`src/rtl/uart_tx_pkg.sv`:
```
package uart_tx_pkg;

  typedef enum logic [2:0] {
    TX_IDLE  = 3'd0,
    TX_START = 3'd1,
    TX_DATA  = 3'd2,
    TX_PAR   = 3'd3,
    TX_STOP1 = 3'd4,
    TX_STOP2 = 3'd5
  } tx_state_e;

endpackage

```
`src/rtl/tx_baud_timer.sv`:
```
module tx_baud_timer #(
  parameter int OSR = 16
) (
  input  logic clk,
  input  logic rst_n,
  input  logic clr,
  input  logic tick,
  input  logic half,
  output logic bit_end
);
  localparam int CNT_W = $clog2(OSR);
  localparam logic [CNT_W-1:0] FULL_LAST = CNT_W'(OSR - 1);
  localparam logic [CNT_W-1:0] HALF_LAST = CNT_W'(OSR / 2 - 1);

  logic [CNT_W-1:0] cnt_q, cnt_d;
  logic             cnt_en;

  assign bit_end = tick && (cnt_q == (half ? HALF_LAST : FULL_LAST));

  always_comb begin
    cnt_en = clr || tick;
    cnt_d  = cnt_q;
    if (clr || bit_end) cnt_d = '0;
    else if (tick)      cnt_d = cnt_q + 1'b1;
  end

  always_ff @(posedge clk or negedge rst_n) begin
    if (!rst_n)      cnt_q <= '0;
    else if (cnt_en) cnt_q <= cnt_d;
  end
endmodule

```
`src/rtl/tx_shifter.sv`:
```
module tx_shifter #(
  parameter int DATA_W = 8
) (
  input  logic              clk,
  input  logic              rst_n,
  input  logic              load,
  input  logic              shift,
  input  logic [DATA_W-1:0] din,
  output logic              lsb
);
  logic [DATA_W-1:0] sh_q, sh_d;
  logic              sh_en;

  always_comb begin
    sh_en = load || shift;
    sh_d  = sh_q;
    if (load)       sh_d = din;
    else if (shift) sh_d = {1'b0, sh_q[DATA_W-1:1]};
  end

  always_ff @(posedge clk or negedge rst_n) begin
    if (!rst_n)     sh_q <= '0;
    else if (sh_en) sh_q <= sh_d;
  end

  assign lsb = sh_q[0];
endmodule

```
`src/rtl/uart_tx_parity.sv`:
```
module uart_tx_parity #(
  parameter int DATA_W  = 8,
  parameter int LEN_W   = 2,
  parameter int MIN_LEN = 5
) (
  input  logic [DATA_W-1:0] data,
  input  logic [LEN_W-1:0]  len,
  input  logic              even,
  output logic              par
);
  logic [DATA_W-1:0] keep;

  for (genvar i = 0; i < DATA_W; i++) begin : g_keep
    if (i < MIN_LEN) begin : g_always
      assign keep[i] = data[i];
    end else begin : g_sel
      assign keep[i] = data[i] && (len >= LEN_W'(i - MIN_LEN + 1));
    end
  end

  assign par = even ? (^keep) : ~(^keep);
endmodule

```
`src/rtl/uart_frame_tx.sv`:
```
module uart_frame_tx #(
  parameter int DATA_W  = 8,
  parameter int LEN_W   = 2,
  parameter int MIN_LEN = 5,
  parameter int OSR     = 16
) (
  input  logic              clk,
  input  logic              rst_n,
  input  logic              baud_tick,
  input  logic              load,
  input  logic [DATA_W-1:0] tx_data,
  input  logic [LEN_W-1:0]  len_sel,
  input  logic              stop_ext,
  input  logic              par_en,
  input  logic              par_even,
  output logic              txd,
  output logic              busy,
  output logic              ready
);
  import uart_tx_pkg::*;

  localparam int IDX_W = $clog2(DATA_W);

  logic             rs1_q, rs2_q, rst_q_n;
  tx_state_e        state_q, state_d;
  logic [IDX_W-1:0] idx_q, idx_d, last_q;
  logic             par_en_q, par_q, two_stop_q, half_q;
  logic             start_fr, bit_end, shift_en, half_now, sh_lsb, par_calc;

  // reset: asserted at once, released on the clock
  always_ff @(posedge clk or negedge rst_n) begin
    if (!rst_n) begin
      rs1_q <= 1'b0;
      rs2_q <= 1'b0;
    end else begin
      rs1_q <= 1'b1;
      rs2_q <= rs1_q;
    end
  end
  assign rst_q_n = rs2_q;

  assign start_fr = load && (state_q == TX_IDLE);
  assign half_now = (state_q == TX_STOP2) && half_q;
  assign shift_en = (state_q == TX_DATA) && bit_end;

  tx_baud_timer #(.OSR(OSR)) u_timer (
    .clk(clk), .rst_n(rst_q_n), .clr(start_fr), .tick(baud_tick),
    .half(half_now), .bit_end(bit_end)
  );

  tx_shifter #(.DATA_W(DATA_W)) u_shift (
    .clk(clk), .rst_n(rst_q_n), .load(start_fr), .shift(shift_en),
    .din(tx_data), .lsb(sh_lsb)
  );

  uart_tx_parity #(.DATA_W(DATA_W), .LEN_W(LEN_W), .MIN_LEN(MIN_LEN)) u_par (
    .data(tx_data), .len(len_sel), .even(par_even), .par(par_calc)
  );

  always_comb begin
    state_d = state_q;
    idx_d   = idx_q;
    case (state_q)
      TX_IDLE:  if (start_fr) state_d = TX_START;
      TX_START: if (bit_end) begin
                  state_d = TX_DATA;
                  idx_d   = '0;
                end
      TX_DATA:  if (bit_end) begin
                  if (idx_q == last_q) state_d = par_en_q ? TX_PAR : TX_STOP1;
                  else                 idx_d   = idx_q + 1'b1;
                end
      TX_PAR:   if (bit_end) state_d = TX_STOP1;
      TX_STOP1: if (bit_end) state_d = two_stop_q ? TX_STOP2 : TX_IDLE;
      TX_STOP2: if (bit_end) state_d = TX_IDLE;
      default:  state_d = TX_IDLE;
    endcase
  end

  always_ff @(posedge clk or negedge rst_q_n) begin
    if (!rst_q_n) begin
      state_q <= TX_IDLE;
      idx_q   <= '0;
    end else begin
      state_q <= state_d;
      idx_q   <= idx_d;
    end
  end

  // frame format captured once per frame
  always_ff @(posedge clk or negedge rst_q_n) begin
    if (!rst_q_n) begin
      last_q     <= '0;
      par_en_q   <= 1'b0;
      par_q      <= 1'b0;
      two_stop_q <= 1'b0;
      half_q     <= 1'b0;
    end else if (start_fr) begin
      last_q     <= IDX_W'(MIN_LEN - 1) + IDX_W'(len_sel);
      par_en_q   <= par_en;
      par_q      <= par_calc;
      two_stop_q <= stop_ext;
      half_q     <= (len_sel == '0);
    end
  end

  always_comb begin
    case (state_q)
      TX_START: txd = 1'b0;
      TX_DATA:  txd = sh_lsb;
      TX_PAR:   txd = par_q;
      default:  txd = 1'b1;
    endcase
  end

  assign busy  = (state_q != TX_IDLE);
  assign ready = (state_q == TX_IDLE);
endmodule

```
`config.mk`:
```
export PLATFORM = sky130hd
export DESIGN_NAME = uart_frame_tx
export DESIGN_NICKNAME = d
export VERILOG_FILES = /design/src/rtl/uart_tx_pkg.sv /design/src/rtl/tx_baud_timer.sv /design/src/rtl/tx_shifter.sv /design/src/rtl/uart_tx_parity.sv /design/src/rtl/uart_frame_tx.sv
export SDC_FILE = /design/constraint.sdc
export NUM_CORES = 1
export LEC_CHECK = 0
export CAP_MARGIN = 20
export CORE_ASPECT_RATIO = 1.1
export CORE_MARGIN = 10
export CORE_UTILIZATION = 47
export DETAILED_ROUTE_END_ITERATION = 7
export GPL_ROUTABILITY_DRIVEN = 0
export PLACE_DENSITY = 0.73
export SLEW_MARGIN = 20
export SYNTH_ARGS = -nofsm -noshare
export SYNTH_HDL_FRONTEND = slang
export SYNTH_HIERARCHICAL = 1
export SYNTH_SLANG_ARGS = --single-unit
```
`constraint.sdc`:
```
create_clock -name clk -period 1.3 [get_ports clk]
set_input_delay 0.39 -clock clk [delete_from_list [all_inputs] [get_ports clk]]
set_output_delay 0.39 -clock clk [all_outputs]
set_load 0.02 [all_outputs]
```
==> flow_summary.json, run 1 <==
{
  "dieArea_mm2": 0.00586,
  "first_global_vias": 1398,
  "postSynthAreaPerCell_um2": 11.1,
  "finalClockSkew_ns": 0.00298,
  "io_buffers": 19,
  "fin_nets": 216,
  "synth_top_area_share_pct": 44.9,
  "ant_nets": 0,
  "cts_tree": "yes",
  "synth_flop_cell": "dfrtp_1",
  "synthTopCellsByArea": "dfrtp_1 45%, mux2i_1 5.3%, mux2_1 3.7%",
  "fmax_mhz": 537,
  "grt_pass1_wl_um": 6470,
  "crit_arrival_ns": 2.08,
  "period_needed_ns": 1.86,
  "start_util_pct": 49.3,
  "hold_viol": 0,
  "ir_worst_vdd_mv": 1.16,
  "final_util_pct": 74.5,
  "synth-edff-count": 0,
  "clk_pin_slew_ns": 0.15,
  "first_pass_iters": 4,
  "cts_max_path_buffers": 2,
  "setup_viol": 26,
  "drc": 0,
  "cts_made_buffers": 3,
  "dr.first_iter.drc_count": 46,
  "cp-end-kind": "flop",
  "ys_ff_latch": 27,
  "pre_cts_slack_ns": -0.808,
  "maxCapViolCount": 0,
  "p_leak_nw": 0.992,
  "diodes": 0,
  "cts-root-buf": "clkbuf_4",
  "fin_setup_tns_ns": -9.93,
  "rsz0062_at_grt": "yes",
  "drive_gt1_share_pct": 46.4,
  "clock-sinks": 27,
  "syn-num-nets": 154,
  "powerDensity_mw_per_mm2": 1620,
  "ios": 20,
  "yosys_warnings": 6,
  "violations": "setup timing",
  "grt_max_degree": 17,
  "outcome": "finished, violations left",
  "dp_hpwl_um": 2640,
  "setup_slack_ns": -0.564,
  "antenna_found_initial": 0,
  "netlist_area_mm2": 0.00150,
  "required_ns": 1.52,
  "yosysSeqAreaShare_pct": 44.9,
  "clock_latency_ns": 0.33,
  "routed_via_density": 5.43,
  "grt_remaining_overflow": 0,
  "synthCells": 135,
  "synth_cell_types": 46,
  "via_count": 1250,
  "hp-class": "input pin to asynchronous set/reset pin",
  "die_w_um": 73.9,
  "rows": 21,
  "wire_per_inst_um": 17.2,
  "crit_type": "flop to flop",
  "start_kind": "flop",
  "core-area_mm2": 0.00305,
  "area_delta_synth_final_pct": 51.0,
  "cp_max_fo": 5,
  "nFillCells": 192,
  "htreeDepth": 1,
  "synth_top_area_cell": "dfrtp_1",
  "drv_slew": 0,
  "track_usage_pct": 13.8,
  "total_power_mw": 3.68,
  "async_flop_share_pct": 100,
  "wirelength_um": 3960,
  "die_h_um": 79.3,
  "timing.final.crit_share_pct": 143
}
flip-flops by register name, summed over array words and instances (netlist names):
name,flops
u_timer/cnt_q,4
rs2_q,1
rs1_q,1
par_q,1
par_en_q,1
last_q,3
u_shift/sh_q,8
two_stop_q,1
idx_q,3
half_q,1
state_q,3
timing repair:
| action | CTS | global route |
|---|---|---|
| buffers inserted | 9 | 2 |
| pin swaps | 16 | 6 |
| gates resized for setup | 58 | 16 |
| endpoints found under the setup margin | 28 | 28 |
| hold buffers | 0 | 0 |
| cloned | 2 | 0 |
final cells by class:
class	count	area (um2)	area share (%)
multi-input cells	100	940	41.4
flip-flops and latches	27	677	29.8
repair buffers	62	574	25.3
well taps	34	42.5	1.87
clock buffers	4	26.3	1.16
inverters	3	11.3	0.496
layer usage:
metal	wire length (um)	global-route usage, %	vias up
met2	2200	25.6	19
met3	142	3.23	6
met5	0	0	-
met4	59	5.41	0
met1	1560	14.4	631
li1	-	-	594
Yosys cell counts (3+ instances only):
master and count:
nor2_1 8, nor3_1 3, inv_1 3, dfrtp_1 27, xor2_1 3, nand2_1 10, xnor2_2 3, o21ai_0 3
xnor2_1 6, mux2_1 5, buf_6 3, nor2b_1 3, o21ai_1 8, mux2i_1 8
placed cells by master, fill, tap and decap left out, drive strengths merged, types with 3 or more instances in the layout:
| master | n |
|---|---|
| mux2 | 7 |
| xor2 | 3 |
| buf | 46 |
| nor3 | 3 |
| and3 | 3 |
| clkbuf | 4 |
| xnor2 | 9 |
| mux2i | 8 |
| nand2 | 10 |
| nor2 | 9 |
| inv | 3 |
| o21ai | 11 |
| dlygate4sd2 | 10 |
| clkdlybuf4s50 | 6 |
| dfrtp | 27 |
| nor2b | 3 |
worst max-delay path: stages (launching register included):
cell	delay, ns
dfrtp_1	0.45
nor2b_2	0.18
and3_4	0.24
xnor2_4	0.14
nor2_4	0.08
buf_6	0.12
and3b_1	0.16
or4_1	0.39
where the power goes:
part	switching, mW	internal (mW)
Sequential	0.236	1.16
Clock	0.257	0.120
Combinational	0.783	1.13
Total	1.28	2.40
cells by family (layout without fill, tap and decap cells):
kind of cell	count (synthesis)	count (layout)	synth area share, %
buf+inv	9	69	4.16
xor+xnor	13	13	9.98
other cells	1	1	0.249
mux	15	15	11.1
compound gates	22	22	10.6
fa+ha+maj	2	2	1.66
flops	27	27	44.9
simple gates	46	47	17.4
path summary, 6_finish.rpt:
check | cells past startpoint | from | endpoint | slack [ns]
worst max register to register | 7 | state_q[1] | state_q[1] | -0.56
worst min-delay path | 1 | rst_n | rs1_q | 0.20
max in group asynchronous | 1 | rs2_q | u_shift/sh_q[1] | 0.89
worst min register to register | 1 | rs2_q | u_timer/cnt_q[3] | 0.21
min in group clk | 0 | rs1_q | rs2_q | 0.37
worst max-delay path | 7 | state_q[1] | state_q[1] | -0.56
metrics by stage:
stage | cells | instance area (um2) | hold slack, ns
floorplan | 135 | 1530 | 0.0944
detailed placement | 216 | 1990 | 0.205
CTS | 228 | 2220 | 0.184
global route | 230 | 2270 | 0.179
global placement | 216 | 1990 | 0.172
finish | 230 | 2270 | 0.196
Note: power is estimated with default switching activity, not from simulation.
==> inputs of run 2 (changes only) <==
--- a/config.mk
+++ b/config.mk
@@ -5,15 +5,14 @@
 export SDC_FILE = /design/constraint.sdc
 export NUM_CORES = 1
 export LEC_CHECK = 0
-export CAP_MARGIN = 20
+export CAP_MARGIN = 0
 export CORE_ASPECT_RATIO = 1.1
 export CORE_MARGIN = 10
 export CORE_UTILIZATION = 47
 export DETAILED_ROUTE_END_ITERATION = 7
 export GPL_ROUTABILITY_DRIVEN = 0
-export PLACE_DENSITY = 0.73
+export PLACE_DENSITY_LB_ADDON = 0.25
 export SLEW_MARGIN = 20
 export SYNTH_ARGS = -nofsm -noshare
 export SYNTH_HDL_FRONTEND = slang
-export SYNTH_HIERARCHICAL = 1
 export SYNTH_SLANG_ARGS = --single-unit
==> flow_summary.json, run 2 <==
{
  "fin_setup_tns_ns": -8.42,
  "drive_gt1_share_pct": 44.5,
  "synthTopCellsByCount": "29 x nand2_1, 27 x dfrtp_1, 7 x mux2i_1, 7 x o21ai_0, 7 x o21ai_1",
  "cp-end-kind": "output port",
  "timing.final.crit_share_pct": 136,
  "synth_flop_cell": "dfrtp_1",
  "yosysSeqAreaShare_pct": 44.2,
  "dp_hpwl_um": 2890,
  "async_flop_share_pct": 100,
  "cts-root-buf": "clkbuf_4",
  "yosysMostFrequentCell": "nand2_1",
  "syn-num-nets": 176,
  "period_needed_ns": 1.77,
  "yosys_warnings": 0,
  "core-area_mm2": 0.00307,
  "crit_slowest_cell": "dfrtp_1",
  "cts_made_buffers": 3,
  "placed_area_mm2": 0.00202,
  "hold_viol": 0,
  "fin_nets": 249,
  "netlist_area_mm2": 0.00153,
  "critPathTopFamily": "flip-flops",
  "top_regs": "u_shift.sh_q: 8 flops, u_timer.cnt_q: 4 flops",
  "regMostFlops": "u_shift.sh_q",
  "finalClockSkew_ns": 0.00346,
  "clock-sinks": 27,
  "critPathBufInv": 1,
  "synthCells": 157,
  "worst-r2r-cell-count": 7,
  "rsz0062_at_grt": "yes",
  "design_area_mm2": 0.00251,
  "outcome": "finished, violations left",
  "synthTopCellsByArea": "dfrtp_1 44%, nand2_1 7.1%, mux2i_1 4.6%",
  "final_cell_mix": "38 x buf_4, 25 x dfrtp_1, 23 x nand2_1, 15 x buf_6, 9 x o21ai_1",
  "largest_reg_flops": 8,
  "drv_slew": 0,
  "hp-class": "input pin to asynchronous set/reset pin",
  "htreeDepth": 1,
  "total_power_mw": 4.95,
  "ir_worst_vdd_mv": 1.71,
  "crit_type": "flop to output port",
  "required_ns": 0.91,
  "synth-edff-count": 0,
  "cp_max_fo": 2,
  "area_delta_synth_final_pct": 64.0,
  "cts_tree": "yes",
  "start_kind": "flop",
  "first_global_vias": 1585,
  "postSynthAreaPerCell_um2": 9.74,
  "maxCapViolCount": 0,
  "fin_hold_ws_ns": 0.185,
  "cp.depth": 4,
  "grt_remaining_overflow": 0,
  "start_util_pct": 49.7,
  "die_h_um": 79.8,
  "path_cells": "nor3_2, a21oi_1, or2_4, buf_6",
  "grt_pass1_wl_um": 7580,
  "cts_max_path_buffers": 2,
  "dr.first_iter.drc_count": 108,
  "clk_pin_slew_ns": 0.15,
  "slowest_delay_ns": 0.44,
  "setup_viol": 28,
  "ant_nets": 0,
  "fmax_mhz": 564,
  "rows": 21,
  "rrSetupSlack_ns": -0.40,
  "synth_top_area_cell": "dfrtp_1",
  "synth_top_area_share_pct": 44.2,
  "drc": 0,
  "setup_slack_ns": -0.473,
  "synth_cell_types": 46,
  "crit_arrival_ns": 1.38,
  "powerDensity_mw_per_mm2": 1970,
  "routed_via_density": 5.69,
  "crit-reg2reg-launch": "state_q[1]",
  "antenna_found_initial": 0,
  "wire_per_inst_um": 18.9,
  "diodes": 0,
  "via_count": 1496,
  "ios": 20,
  "ys_ff_latch": 27,
  "track_usage_pct": 15.9,
  "dieArea_mm2": 0.00594,
  "violations": "setup timing",
  "wirelength_um": 4980,
  "clock_latency_ns": 0.34,
  "final_util_pct": 81.6,
  "die_w_um": 74.4,
  "p_leak_nw": 1.14,
  "io_buffers": 19,
  "final_common_cell": "buf_4",
  "first_pass_iters": 4,
  "grt_max_degree": 26,
  "reg2reg_to": "idx_q[1]"
}
-- run 2: how the worst max path moves through the flow --
stage / from / end
after floorplan: state_q[0] / u_shift.sh_q[0]
after detailed placement: baud_tick / u_shift.sh_q[2]
after CTS: u_shift.sh_q[0] / txd
after global placement: baud_tick / state_q[0]
after global routing: u_shift.sh_q[0] / txd
final: u_shift.sh_q[0] / txd
-- run 2: per-stage QoR --
stage          worst slack, ns  cells
4_1_cts                 -0.435    257
2_1_floorplan           -0.205    157
3_3_place_gp            -0.568    237
5_1_grt                 -0.523    263
3_5_place_dp            -0.617    237
6_report                -0.473    263
-- run 2: cell type report --
class / count / area (um2)
repair buffers: 74 / 709
flip-flops and latches: 27 / 678
multi-input cells: 118 / 1030
clock buffers: 4 / 26.3
fillers: 177 / 567
well taps: 34 / 42.5
inverters: 6 / 25.0
-- run 2: power by group --
part           total [mW]  internal, mW  switching, mW
logic                3.13          1.67           1.47
registers            1.43          1.16          0.276
clock network       0.383         0.121          0.262
-- run 2: kinds of logic after synthesis --
| kind of cell | after synthesis | synth area share [%] |
|---|---|---|
| compound gates | 34 | 14.3 |
| xor+xnor | 12 | 7.77 |
| fa+ha+maj | 2 | 1.64 |
| buf+inv | 13 | 4.75 |
| flops | 27 | 44.2 |
| mux | 8 | 5.32 |
| other cells | 1 | 0.245 |
| simple gates | 60 | 21.8 |
-- run 2: worst reg2reg max path, cell delays in order (launching register included) --
cell,delay (ns)
dfrtp_2,0.47
inv_2,0.09
buf_6,0.09
buf_6,0.09
buf_6,0.12
nand2_1,0.07
a211o_1,0.35
mux2_4,0.32
-- run 2: repair_timing --
item	CTS	global route
setup endpoints to repair	28	28
pin swaps	20	11
hold buffers	0	0
resized for setup	58	30
buffers inserted	14	7
gates cloned	3	1
-- run 2: metal layers --
metal / vias up / share of wire, % / track usage, %
li1: 696 / - / -
met1: 745 / 39 / 18.6
met2: 40 / 54 / 27.9
met3: 15 / 4.1 / 2.99
met4: 0 / 3.2 / 5.31
met5: - / 0 / 0
